--- src/rtl/eep_pkg.sv ---
// Shared constants and types for the bit-serial EEPROM model.
// Assumes the three serial lines sit in one byte lane of the host word.
package eep_pkg;

    typedef enum logic [2:0] {
        PH_CMD   = 3'd0,
        PH_RADDR = 3'd1,
        PH_RDATA = 3'd2,
        PH_WADDR = 3'd3,
        PH_WDATA = 3'd4,
        PH_HALT  = 3'd5
    } phase_t;

    localparam int OP_SHORT = 6;
    localparam int OP_LONG  = 13;

    localparam logic [OP_SHORT-1:0] PAT_READ   = 6'b011000;
    localparam logic [OP_SHORT-1:0] PAT_WRITE  = 6'b010100;
    localparam logic [OP_LONG-1:0]  PAT_ERASE  = 13'b0100100000000;
    localparam logic [OP_LONG-1:0]  PAT_LOCK   = 13'b0100000000000;
    localparam logic [OP_LONG-1:0]  PAT_UNLOCK = 13'b0100110000000;

    localparam int HB_DI  = 24;
    localparam int HB_CSN = 25;
    localparam int HB_SCK = 26;
    localparam int HB_DO  = 8;
    localparam int HB_RDY = 9;

endpackage

--- src/rtl/eep_host_lines.sv ---
// Holds the serial lines written by the host and turns clock rises into
// one-cycle bit strobes. Assumes all line bits live in byte lane HB_SCK/8.
module eep_host_lines
    import eep_pkg::*;
#(
    parameter int REG_W = 32
) (
    input  logic               clk,
    input  logic               rst_n,
    input  logic               wr_en,
    input  logic [REG_W-1:0]   wr_data,
    input  logic [REG_W/8-1:0] wr_be,
    output logic               bit_stb,
    output logic               bit_val,
    output logic               cs_n
);
    localparam int LANE = HB_SCK / 8;

    logic sck_q;
    logic lane_we;
    logic new_sck;
    logic new_csn;
    logic new_di;
    logic unused_host_bits;

    assign lane_we = wr_en && wr_be[LANE];
    assign new_sck = wr_data[HB_SCK];
    assign new_csn = wr_data[HB_CSN];
    assign new_di  = wr_data[HB_DI];
    assign unused_host_bits = ^{wr_data, wr_be};

    // Capture line levels on enabled writes and flag a selected clock rise.
    always_ff @(posedge clk) begin
        if (!rst_n) begin
            sck_q   <= 1'b0;
            cs_n    <= 1'b1;
            bit_val <= 1'b0;
            bit_stb <= 1'b0;
        end else if (lane_we) begin
            bit_stb <= new_sck && !sck_q && !new_csn;
            sck_q   <= new_sck;
            cs_n    <= new_csn;
            bit_val <= new_di;
        end else begin
            bit_stb <= 1'b0;
        end
    end

endmodule

--- src/rtl/eep_cmd_fsm.sv ---
// Decodes the serial bit stream into commands. It collects opcode, address
// and data bits, drives data-out during reads, and issues one-cycle requests
// to the array. Assumes bit_stb is only high while cs_n is low.
module eep_cmd_fsm
    import eep_pkg::*;
#(
    parameter int ADDR_W = 7,
    parameter int DATA_W = 8
) (
    input  logic              clk,
    input  logic              rst_n,
    input  logic              bit_stb,
    input  logic              bit_val,
    input  logic              cs_n,
    input  logic [DATA_W-1:0] rd_word,
    output logic [ADDR_W-1:0] rd_addr,
    output logic              wr_req,
    output logic [ADDR_W-1:0] wr_addr,
    output logic [DATA_W-1:0] wr_word,
    output logic              erase_req,
    output logic              lock_req,
    output logic              unlock_req,
    output logic              dout,
    output phase_t            phase
);
    localparam int MAX_A = (ADDR_W > DATA_W) ? ADDR_W : DATA_W;
    localparam int MAX_N = (MAX_A > OP_LONG) ? MAX_A : OP_LONG;
    localparam int CNT_W = $clog2(MAX_N + 1);

    logic [OP_LONG-1:0] sh_q;
    logic [OP_LONG-1:0] sh_n;
    logic [CNT_W-1:0]   cnt_q;
    logic [CNT_W-1:0]   cnt_inc;
    logic [ADDR_W-1:0]  addr_q;
    logic [DATA_W-1:0]  data_q;

    // Next shift values and read address with the incoming bit appended.
    always_comb begin
        sh_n    = {sh_q[OP_LONG-2:0], bit_val};
        cnt_inc = cnt_q + 1'b1;
        rd_addr = {addr_q[ADDR_W-2:0], bit_val};
    end

    assign wr_addr = addr_q;
    assign wr_word = data_q;

    // Command sequencing, advanced once per accepted serial bit.
    always_ff @(posedge clk) begin
        if (!rst_n) begin
            phase      <= PH_CMD;
            sh_q       <= '0;
            cnt_q      <= '0;
            addr_q     <= '0;
            data_q     <= '0;
            dout       <= 1'b0;
            wr_req     <= 1'b0;
            erase_req  <= 1'b0;
            lock_req   <= 1'b0;
            unlock_req <= 1'b0;
        end else begin
            wr_req     <= 1'b0;
            erase_req  <= 1'b0;
            lock_req   <= 1'b0;
            unlock_req <= 1'b0;
            if (cs_n) begin
                phase <= PH_CMD;
                sh_q  <= '0;
                cnt_q <= '0;
                dout  <= 1'b0;
            end else if (bit_stb) begin
                case (phase)
                    PH_CMD: begin
                        sh_q  <= sh_n;
                        cnt_q <= cnt_inc;
                        if (cnt_inc == CNT_W'(OP_SHORT) && sh_n[OP_SHORT-1:0] == PAT_READ) begin
                            phase <= PH_RADDR;
                            cnt_q <= '0;
                        end else if (cnt_inc == CNT_W'(OP_SHORT) && sh_n[OP_SHORT-1:0] == PAT_WRITE) begin
                            phase <= PH_WADDR;
                            cnt_q <= '0;
                        end else if (cnt_inc == CNT_W'(OP_LONG)) begin
                            phase      <= PH_HALT;
                            erase_req  <= (sh_n == PAT_ERASE);
                            lock_req   <= (sh_n == PAT_LOCK);
                            unlock_req <= (sh_n == PAT_UNLOCK);
                        end
                    end
                    PH_RADDR: begin
                        addr_q <= rd_addr;
                        cnt_q  <= cnt_inc;
                        if (cnt_inc == CNT_W'(ADDR_W)) begin
                            phase  <= PH_RDATA;
                            cnt_q  <= '0;
                            data_q <= rd_word;
                            dout   <= rd_word[DATA_W-1];
                        end
                    end
                    PH_RDATA: begin
                        if (cnt_inc == CNT_W'(DATA_W)) begin
                            phase <= PH_HALT;
                            dout  <= 1'b0;
                        end else begin
                            cnt_q  <= cnt_inc;
                            dout   <= data_q[DATA_W-2];
                            data_q <= {data_q[DATA_W-2:0], 1'b0};
                        end
                    end
                    PH_WADDR: begin
                        addr_q <= rd_addr;
                        cnt_q  <= cnt_inc;
                        if (cnt_inc == CNT_W'(ADDR_W)) begin
                            phase <= PH_WDATA;
                            cnt_q <= '0;
                        end
                    end
                    PH_WDATA: begin
                        data_q <= {data_q[DATA_W-2:0], bit_val};
                        cnt_q  <= cnt_inc;
                        if (cnt_inc == CNT_W'(DATA_W)) begin
                            phase  <= PH_HALT;
                            wr_req <= 1'b1;
                        end
                    end
                    default: phase <= PH_HALT;
                endcase
            end
        end
    end

endmodule

--- src/rtl/eep_array.sv ---
// Word storage with a write-protect lock. Erase-all fills every word in one
// cycle. Assumes at most one request is high in any cycle.
module eep_array #(
    parameter int ADDR_W = 7,
    parameter int DATA_W = 8
) (
    input  logic              clk,
    input  logic              rst_n,
    input  logic [ADDR_W-1:0] rd_addr,
    output logic [DATA_W-1:0] rd_word,
    input  logic              wr_req,
    input  logic [ADDR_W-1:0] wr_addr,
    input  logic [DATA_W-1:0] wr_word,
    input  logic              erase_req,
    input  logic              lock_req,
    input  logic              unlock_req,
    output logic              locked
);
    localparam int DEPTH = 1 << ADDR_W;

    logic [DATA_W-1:0] mem [DEPTH];

    assign rd_word = mem[rd_addr];

    // Lock state: set by reset or lock, cleared by unlock.
    always_ff @(posedge clk) begin
        if (!rst_n)          locked <= 1'b1;
        else if (lock_req)   locked <= 1'b1;
        else if (unlock_req) locked <= 1'b0;
    end

    // Storage update for unlocked erase-all and single-word writes.
    always_ff @(posedge clk) begin
        if (!rst_n || (erase_req && !locked)) begin
            for (int i = 0; i < DEPTH; i++) mem[i] <= '1;
        end else if (wr_req && !locked) begin
            mem[wr_addr] <= wr_word;
        end
    end

endmodule

--- src/rtl/eep_hostreg_top.sv ---
// Top of the bit-serial EEPROM model. It joins the host line register, the
// command decoder and the locked array, and assembles the host read word.
module eep_hostreg_top
    import eep_pkg::*;
#(
    parameter int REG_W  = 32,
    parameter int ADDR_W = 7,
    parameter int DATA_W = 8
) (
    input  logic               clk,
    input  logic               rst_n,
    input  logic               wr_en,
    input  logic [REG_W-1:0]   wr_data,
    input  logic [REG_W/8-1:0] wr_be,
    output logic [REG_W-1:0]   rd_data
);
    logic              bit_stb_w;
    logic              bit_val_w;
    logic              cs_n_w;
    logic [ADDR_W-1:0] rd_addr_w;
    logic [DATA_W-1:0] rd_word_w;
    logic              wr_req_w;
    logic [ADDR_W-1:0] wr_addr_w;
    logic [DATA_W-1:0] wr_word_w;
    logic              erase_req_w;
    logic              lock_req_w;
    logic              unlock_req_w;
    logic              locked_w;
    logic              dout_w;
    phase_t            phase_w;

    eep_host_lines #(.REG_W(REG_W)) u_lines (
        .clk     (clk),
        .rst_n   (rst_n),
        .wr_en   (wr_en),
        .wr_data (wr_data),
        .wr_be   (wr_be),
        .bit_stb (bit_stb_w),
        .bit_val (bit_val_w),
        .cs_n    (cs_n_w)
    );

    eep_cmd_fsm #(.ADDR_W(ADDR_W), .DATA_W(DATA_W)) u_fsm (
        .clk        (clk),
        .rst_n      (rst_n),
        .bit_stb    (bit_stb_w),
        .bit_val    (bit_val_w),
        .cs_n       (cs_n_w),
        .rd_word    (rd_word_w),
        .rd_addr    (rd_addr_w),
        .wr_req     (wr_req_w),
        .wr_addr    (wr_addr_w),
        .wr_word    (wr_word_w),
        .erase_req  (erase_req_w),
        .lock_req   (lock_req_w),
        .unlock_req (unlock_req_w),
        .dout       (dout_w),
        .phase      (phase_w)
    );

    eep_array #(.ADDR_W(ADDR_W), .DATA_W(DATA_W)) u_array (
        .clk        (clk),
        .rst_n      (rst_n),
        .rd_addr    (rd_addr_w),
        .rd_word    (rd_word_w),
        .wr_req     (wr_req_w),
        .wr_addr    (wr_addr_w),
        .wr_word    (wr_word_w),
        .erase_req  (erase_req_w),
        .lock_req   (lock_req_w),
        .unlock_req (unlock_req_w),
        .locked     (locked_w)
    );

    // Host read word: data-out and an always-set ready flag.
    always_comb begin
        rd_data         = '0;
        rd_data[HB_DO]  = dout_w;
        rd_data[HB_RDY] = 1'b1;
    end

endmodule

--- config.mk ---
export PLATFORM = sky130hd
export DESIGN_NAME = eep_hostreg_top
export DESIGN_NICKNAME = d
export VERILOG_FILES = /design/src/rtl/eep_pkg.sv /design/src/rtl/eep_host_lines.sv /design/src/rtl/eep_cmd_fsm.sv /design/src/rtl/eep_array.sv /design/src/rtl/eep_hostreg_top.sv
export SDC_FILE = /design/constraint.sdc
export NUM_CORES = 2
export LEC_CHECK = 0
export BUFFER_PORTS_ARGS = -buffer_cell sky130_fd_sc_hd__buf_2
export CELL_PAD_IN_SITES_DETAIL_PLACEMENT = 0
export CELL_PAD_IN_SITES_GLOBAL_PLACEMENT = 1
export CORE_ASPECT_RATIO = 1.25
export CORE_UTILIZATION = 30
export CTS_BUF_LIST = sky130_fd_sc_hd__clkbuf_8
export DETAILED_ROUTE_END_ITERATION = 8
export HOLD_SLACK_MARGIN = 0.12
export PLACE_DENSITY = 0.63
export SYNTH_ARGS = -nofsm -noshare
export SYNTH_HDL_FRONTEND = slang
export SYNTH_SLANG_ARGS = --single-unit
--- constraint.sdc ---
create_clock -name clk -period 2.8 [get_ports clk]
set_clock_uncertainty 0.05 [all_clocks]
set_input_delay 0.14 -clock clk [delete_from_list [all_inputs] [get_ports clk]]
set_output_delay 0.14 -clock clk [all_outputs]
set_load 0.02 [all_outputs]
# [Word-level counts from Yosys, hierarchy flattened]
# Memory sizes are Yosys's and may differ from the RTL's.
# Cells that the tools add are included.
[word_totals] reg_bits=44 input_bits=39 mem_count=1 wordCells=98 ram_bits=1024 output_inout_bits=32
[memory_table] name="u_array.mem" words=128 word_bits=8 read_ports=1 rd_clocked_by_memory_dff=0 write_ports=128 line="eep_array.sv:21" text="logic [DATA_W-1:0] mem [DEPTH];"
[classes] bitwise=6 reduce_logical=30 mux=27 eq_ne=18 n_addsub=1
[op_table] cell="equality test 13 x 12 -> 1 bit (second input constant)" n=3
[op_table] cell="2-to-1 mux 8 bit" n=3
[op_table] cell="case mux 8 bit (3 select lines)" n=1
[op_table] cell="2-to-1 mux 3 bit" n=6
[op_table] cell="2-to-1 mux 4 bit" n=4
[op_table] cell="case mux 4 bit (4 select lines)" n=1
[op_table] cell="equality test 6 x 5 -> 1 bit (second input constant)" n=2
[op_table] cell="case mux 3 bit (4 select lines)" n=1
[op_table] cell="AND reduction 5 bit" n=2
[op_table] cell="2-to-1 mux 1 bit" n=9
[op_table] cell="AND reduction 3 bit" n=3
[op_table] cell="equality test 4 x 3 -> 1 bit (second input constant)" n=2
[op_table] cell="equality test 4 bit (second input constant)" n=2
[op_table] cell="OR reduction 2 bit" n=4
[op_table] cell="OR reduction 8 bit" n=1
[op_table] cell="logical AND 1 bit" n=7
[op_table] cell="2-to-1 mux 7 bit" n=1
[op_table] cell="OR reduction 7 bit" n=1
[op_table] cell="equality test 3 x 2 -> 1 bit (second input constant)" n=2
[op_table] cell="!= test 2 x 1 -> 1 bit (second input constant)" n=3
[op_table] cell="NOT 1 bit" n=6
[op_table] cell="adder 4 x 1 -> 4 bit (second input constant)" n=1
[op_table] cell="zero test 1 bit" n=4
[op_table] cell="!= test 4 x 1 -> 1 bit (second input constant)" n=1
[op_table] cell="other kinds (11)" n=12

# [Logic depth before layout (Yosys ltp)]
[logic_depth] ltp_word=7 mapped_depth=11 mapped_depth_nobuf=8

# [Cells and area by module]
# From an unflattened synthesis, not the netlist that was laid out.
[hier_totals] hier_cells=3278 hier_area_um2=49800.3
[modules_own_cells] mod="eep_array" area_each_um2=47316.6 cells_each=2986 seq_area_each_um2=30769.5 n_inst=1
[modules_own_cells] mod="eep_cmd_fsm" area_each_um2=2082.0 cells_each=242 seq_area_each_um2=780.7 n_inst=1
[modules_own_cells] mod="eep_hostreg_top" area_each_um2=247.7 cells_each=34 seq_area_each_um2=0.0 n_inst=1
[modules_own_cells] mod="eep_host_lines" area_each_um2=153.9 cells_each=16 seq_area_each_um2=80.1 n_inst=1

# [Worst setup path before layout]
# Ideal clock, no wire load.
[synth_timing] path_kind="register -> register" from="register u_array.locked" to="memory u_array.mem[26][0] (enable)" n_path_buf=2 t_arrival_ns=2.189 path_slack_ns=0.177 stages_incl_launch_ff=7 period_less_slack_ns=2.623 path_cell_list="dfxtp_1 > nor4b_2 > and2b_1 > nand3_1 > clkbuf_1 > clkbuf_1 > o21ai_0"
[synth_lines] item="start, declared" line="eep_array.sv:17" text="output logic locked"
[synth_lines] item="start signal, assigned" line="eep_array.sv:27" text="if (!rst_n) locked <= 1'b1;"
[synth_lines] item="start signal, assigned" line="eep_array.sv:28" text="else if (lock_req) locked <= 1'b1;"
[synth_lines] item="start signal, assigned" line="eep_array.sv:29" text="else if (unlock_req) locked <= 1'b0;"
[synth_lines] item="end, declared" line="eep_array.sv:21"

# [Worst setup path after layout]
[layout_timing] from="register u_fsm.addr_q[1], in the netlist u_fsm.wr_addr[1]" to="register u_fsm.data_q[3], in the netlist u_fsm.wr_word[3]"
[layout_between] elab_chain_len=3
[layout_lines] item="start, declared" line="eep_cmd_fsm.sv:34" text="logic [ADDR_W-1:0] addr_q;"
[layout_lines] item="start signal, assigned" line="eep_cmd_fsm.sv:89" text="addr_q <= rd_addr;"
[layout_lines] item="start signal, assigned" line="eep_cmd_fsm.sv:109" text="addr_q <= rd_addr;"
[layout_lines] item="memory (128 x 8 bit)"
[layout_lines] item="2-to-1 mux 8 bit" line="eep_cmd_fsm.sv:91" text="if (cnt_inc == CNT_W'(ADDR_W)) begin"
[layout_lines] item="case mux 8 bit (3 select lines)" line="eep_cmd_fsm.sv:71" text="case (phase)"
[layout_lines] item="end signal, assigned" line="eep_cmd_fsm.sv:94" text="data_q <= rd_word;"
[layout_lines] item="end signal, assigned" line="eep_cmd_fsm.sv:105" text="data_q <= {data_q[DATA_W-2:0], 1'b0};"
[layout_lines] item="end signal, assigned" line="eep_cmd_fsm.sv:117" text="data_q <= {data_q[DATA_W-2:0], bit_val};"
[layout_lines] item="end, declared" line="eep_cmd_fsm.sv:35" text="logic [DATA_W-1:0] data_q;"
# Every way passes these cells. The select of a mux whose other input is x is not followed.
# A chain may end at the register's enable or synchronous reset.

==> metrics.txt <==
maxcap violations=0; initial antenna violation count=4; Final Util=35.5%; post-detail-place hpwl=103,000 um; Starting Density=30.3%; fmax=0.349 GHz; kind of critical path=reg2reg; Post-synth EDFFs=1,024; placed insts=5,824; Iter 0 DRT Violations=2,729; minimum clock period=2.87 ns; Tightest Pin Transition=1.08 ns; total core area=166,000 um^2; total power=32,600 uW; Slew Limit Fails=0; number of global-route vias before repair=31,916; Final nets=3,890; Die W=368 um; static leakage=0.0189 uW; share of the synthesized area in the top cell type=61.2%; synth cell count leaders=edfxtp_1, or3_1, or2_2; crit end category=register; synthesized cell area=50,300 um^2; final worst slack=-0.0665 ns; Die H=460 um; post-route ant nets=0; num ports=71; Post-route DRC=0; worst hold path type=in2reg; CP Max Fanout=8; Worst slew margin=28.3%; final period utilization=102%; met1 usage=21.5%; yosys warns=0; Seq/Total Area, Yosys=62.9%; filler cell count=15,994; GR Util met2=32.6%; via count=31,382; Detailed Routing Iterations Pass 1=8; clock sink count=1,068; worst path required time=3.58 ns; worst-skew pair later-pin latency=0.92 ns; synth unique cells=75; Die Area=169,000 um^2; Yosys reg bits=1,068; power density cells=552 nW/um^2; critical path startpoint category=register; worst vdd ir=0.500 mV; global-route wire length before repair=225,000 um; area added between synthesis and finish=17.3%; placer congestion estimate=0.873; Area contributors post-synth=edfxtp_1, mux4_2, or3_1; syn_area_per_cell=14.1 um^2; top-count cell post-synth=edfxtp_1; largest net degree at the start of global routing=80; failing checks=setup timing; final wirelength=155,000 um; Port Buffers=7; share of layout cells above drive strength 1=35.0%; CTS root buf=clkbuf_8; Hold Fails Final Rpt=0; Reg clk slew, reported paths=0.07 ns; row count=167; non-filler cells, final=6,187; DR vias/cell=5.07; Synth area leader=edfxtp_1; clk buf depth=3; Final Setup Violations=1; Critical Path AT=3.65 ns; met3 usage=2.92%; total CTS buffers=171; WL/cell=25.1 um; prevailing post-synth register cell=edfxtp_1; status=finished, violations left; H-tree depth=4; total gr overflow=0; worst slack at placement=-0.446 ns; RSZ-0062 raised after global routing=true; GR peak layer=met2; CTS tree=yes; Tot GR Track Use=18.2%; Synth Instances=3,567; asr flop ratio synth=0%
[power breakdown]
part	switching [uW]	internal (uW)
combinational	867	616
sequential	233	18200
clock	6550	6100
total	7650	24900
[flip-flops by register name, summed over array words and instances, names as in the netlist, 3 cells and up]
name,cells
u_fsm.sh_q,12
u_array.mem,1024
u_fsm.wr_addr,7
u_fsm.wr_word,8
u_fsm.cnt_q,4
u_fsm.phase,3
[cell usage in the layout, fill, tap and decap left out, types with 48 or more instances in the layout]
cell type  synthesis  layout
edfxtp_1        1024    1024
or3_1            513     513
or2_2            476     476
buf_4             49     368
nand2_1          223     218
mux4_2           185     189
clkbuf_8           0     173
mux2i_1          135     129
o21ai_0           81      75
buf_12             5      65
inv_1              9      60
nor2_1            56      54
a22oi_1           50      50
nand2b_1          48      48
clkinv_1           1      48
[layer usage]
layer / wire length (um) / vias to the layer above
li1: - / 14008
met1: 60800 / 16143
met2: 80500 / 965
met3: 7130 / 264
met4: 6730 / 2
met5: 13 / -
[cell type report]
type | instances | area [um^2] | share of cell area (%)
sequential | 1068 | 31700 | 53.7
multi-input combinational | 2129 | 16900 | 28.7
timing repair buffer | 466 | 4450 | 7.55
tap | 2197 | 2750 | 4.66
clock buffer | 173 | 2380 | 4.04
clock inverter | 141 | 751 | 1.27
inverter | 11 | 41.3 | 0.0700
antenna | 2 | 5.00 | 0.00848
[worst max-delay path, stage by stage, from the launching register on]
cell and delay [ns]:
dfxtp_1 0.63, buf_4 0.28, or2_2 0.39, nor3_1 0.11
nor4_1 0.87, a311oi_1 0.20, o31ai_1 0.24
[stage by stage]
| stage | instance area, um^2 | TNS (ns) | hold slack [ns] |
|---|---|---|---|
| final | 59000 | -0.0665 | 0.233 |
| after global routing | 59000 | -0.0887 | 0.228 |
| after CTS | 58700 | 0 | 0.153 |
| after detailed placement | 55200 | -2.19 | 0.281 |
| after global placement | 55200 | -2.47 | 0.278 |
| after floorplan | 50400 | 0 | 0.165 |
[logic make-up (layout without fill, tap and decap cells)]
family	after synthesis	after routing	synth area share, %
AO/OA/AOI/OAI	280	280	3.60
XOR/XNOR	3	3	0.0523
adder cells (fa/ha/maj)	4	4	0.0995
buffers and inverters	399	791	4.02
flip-flops	1068	1068	62.9
multiplexers	352	352	12.6
other	2	33	0.0149
AND/OR/NAND/NOR	1459	1459	16.8
[worst paths after layout]
check / from / to / slack, ns / cells after the start
hold reg to reg: u_fsm.unlock_req$_SDFF_PP0_ / u_array.locked$_SDFFE_PP1P_ / 0.39 / 1
setup reg to reg: u_fsm.wr_addr[1]$_SDFFE_PN0P_ / u_fsm.wr_word[3]$_SDFFE_PN0P_ / -0.07 / 6
setup / recovery: u_fsm.wr_addr[1]$_SDFFE_PN0P_ / u_fsm.wr_word[3]$_SDFFE_PN0P_ / -0.07 / 6
hold / removal: rst_n / u_fsm.wr_addr[5]$_SDFFE_PN0P_ / 0.23 / 5
[what timing repair did]
item | 4_1_cts | 5_1_grt
buffers inserted | 15 | 14
gates cloned | 1 | 1
endpoints found under the setup margin | 50 | 88
hold buffers | 17 | 0
pin swaps | 2 | 5
gates resized for setup | 19 | 33
endpoints found under the hold margin | 45 | 0
Note: power is estimated with default switching activity, not from simulation.
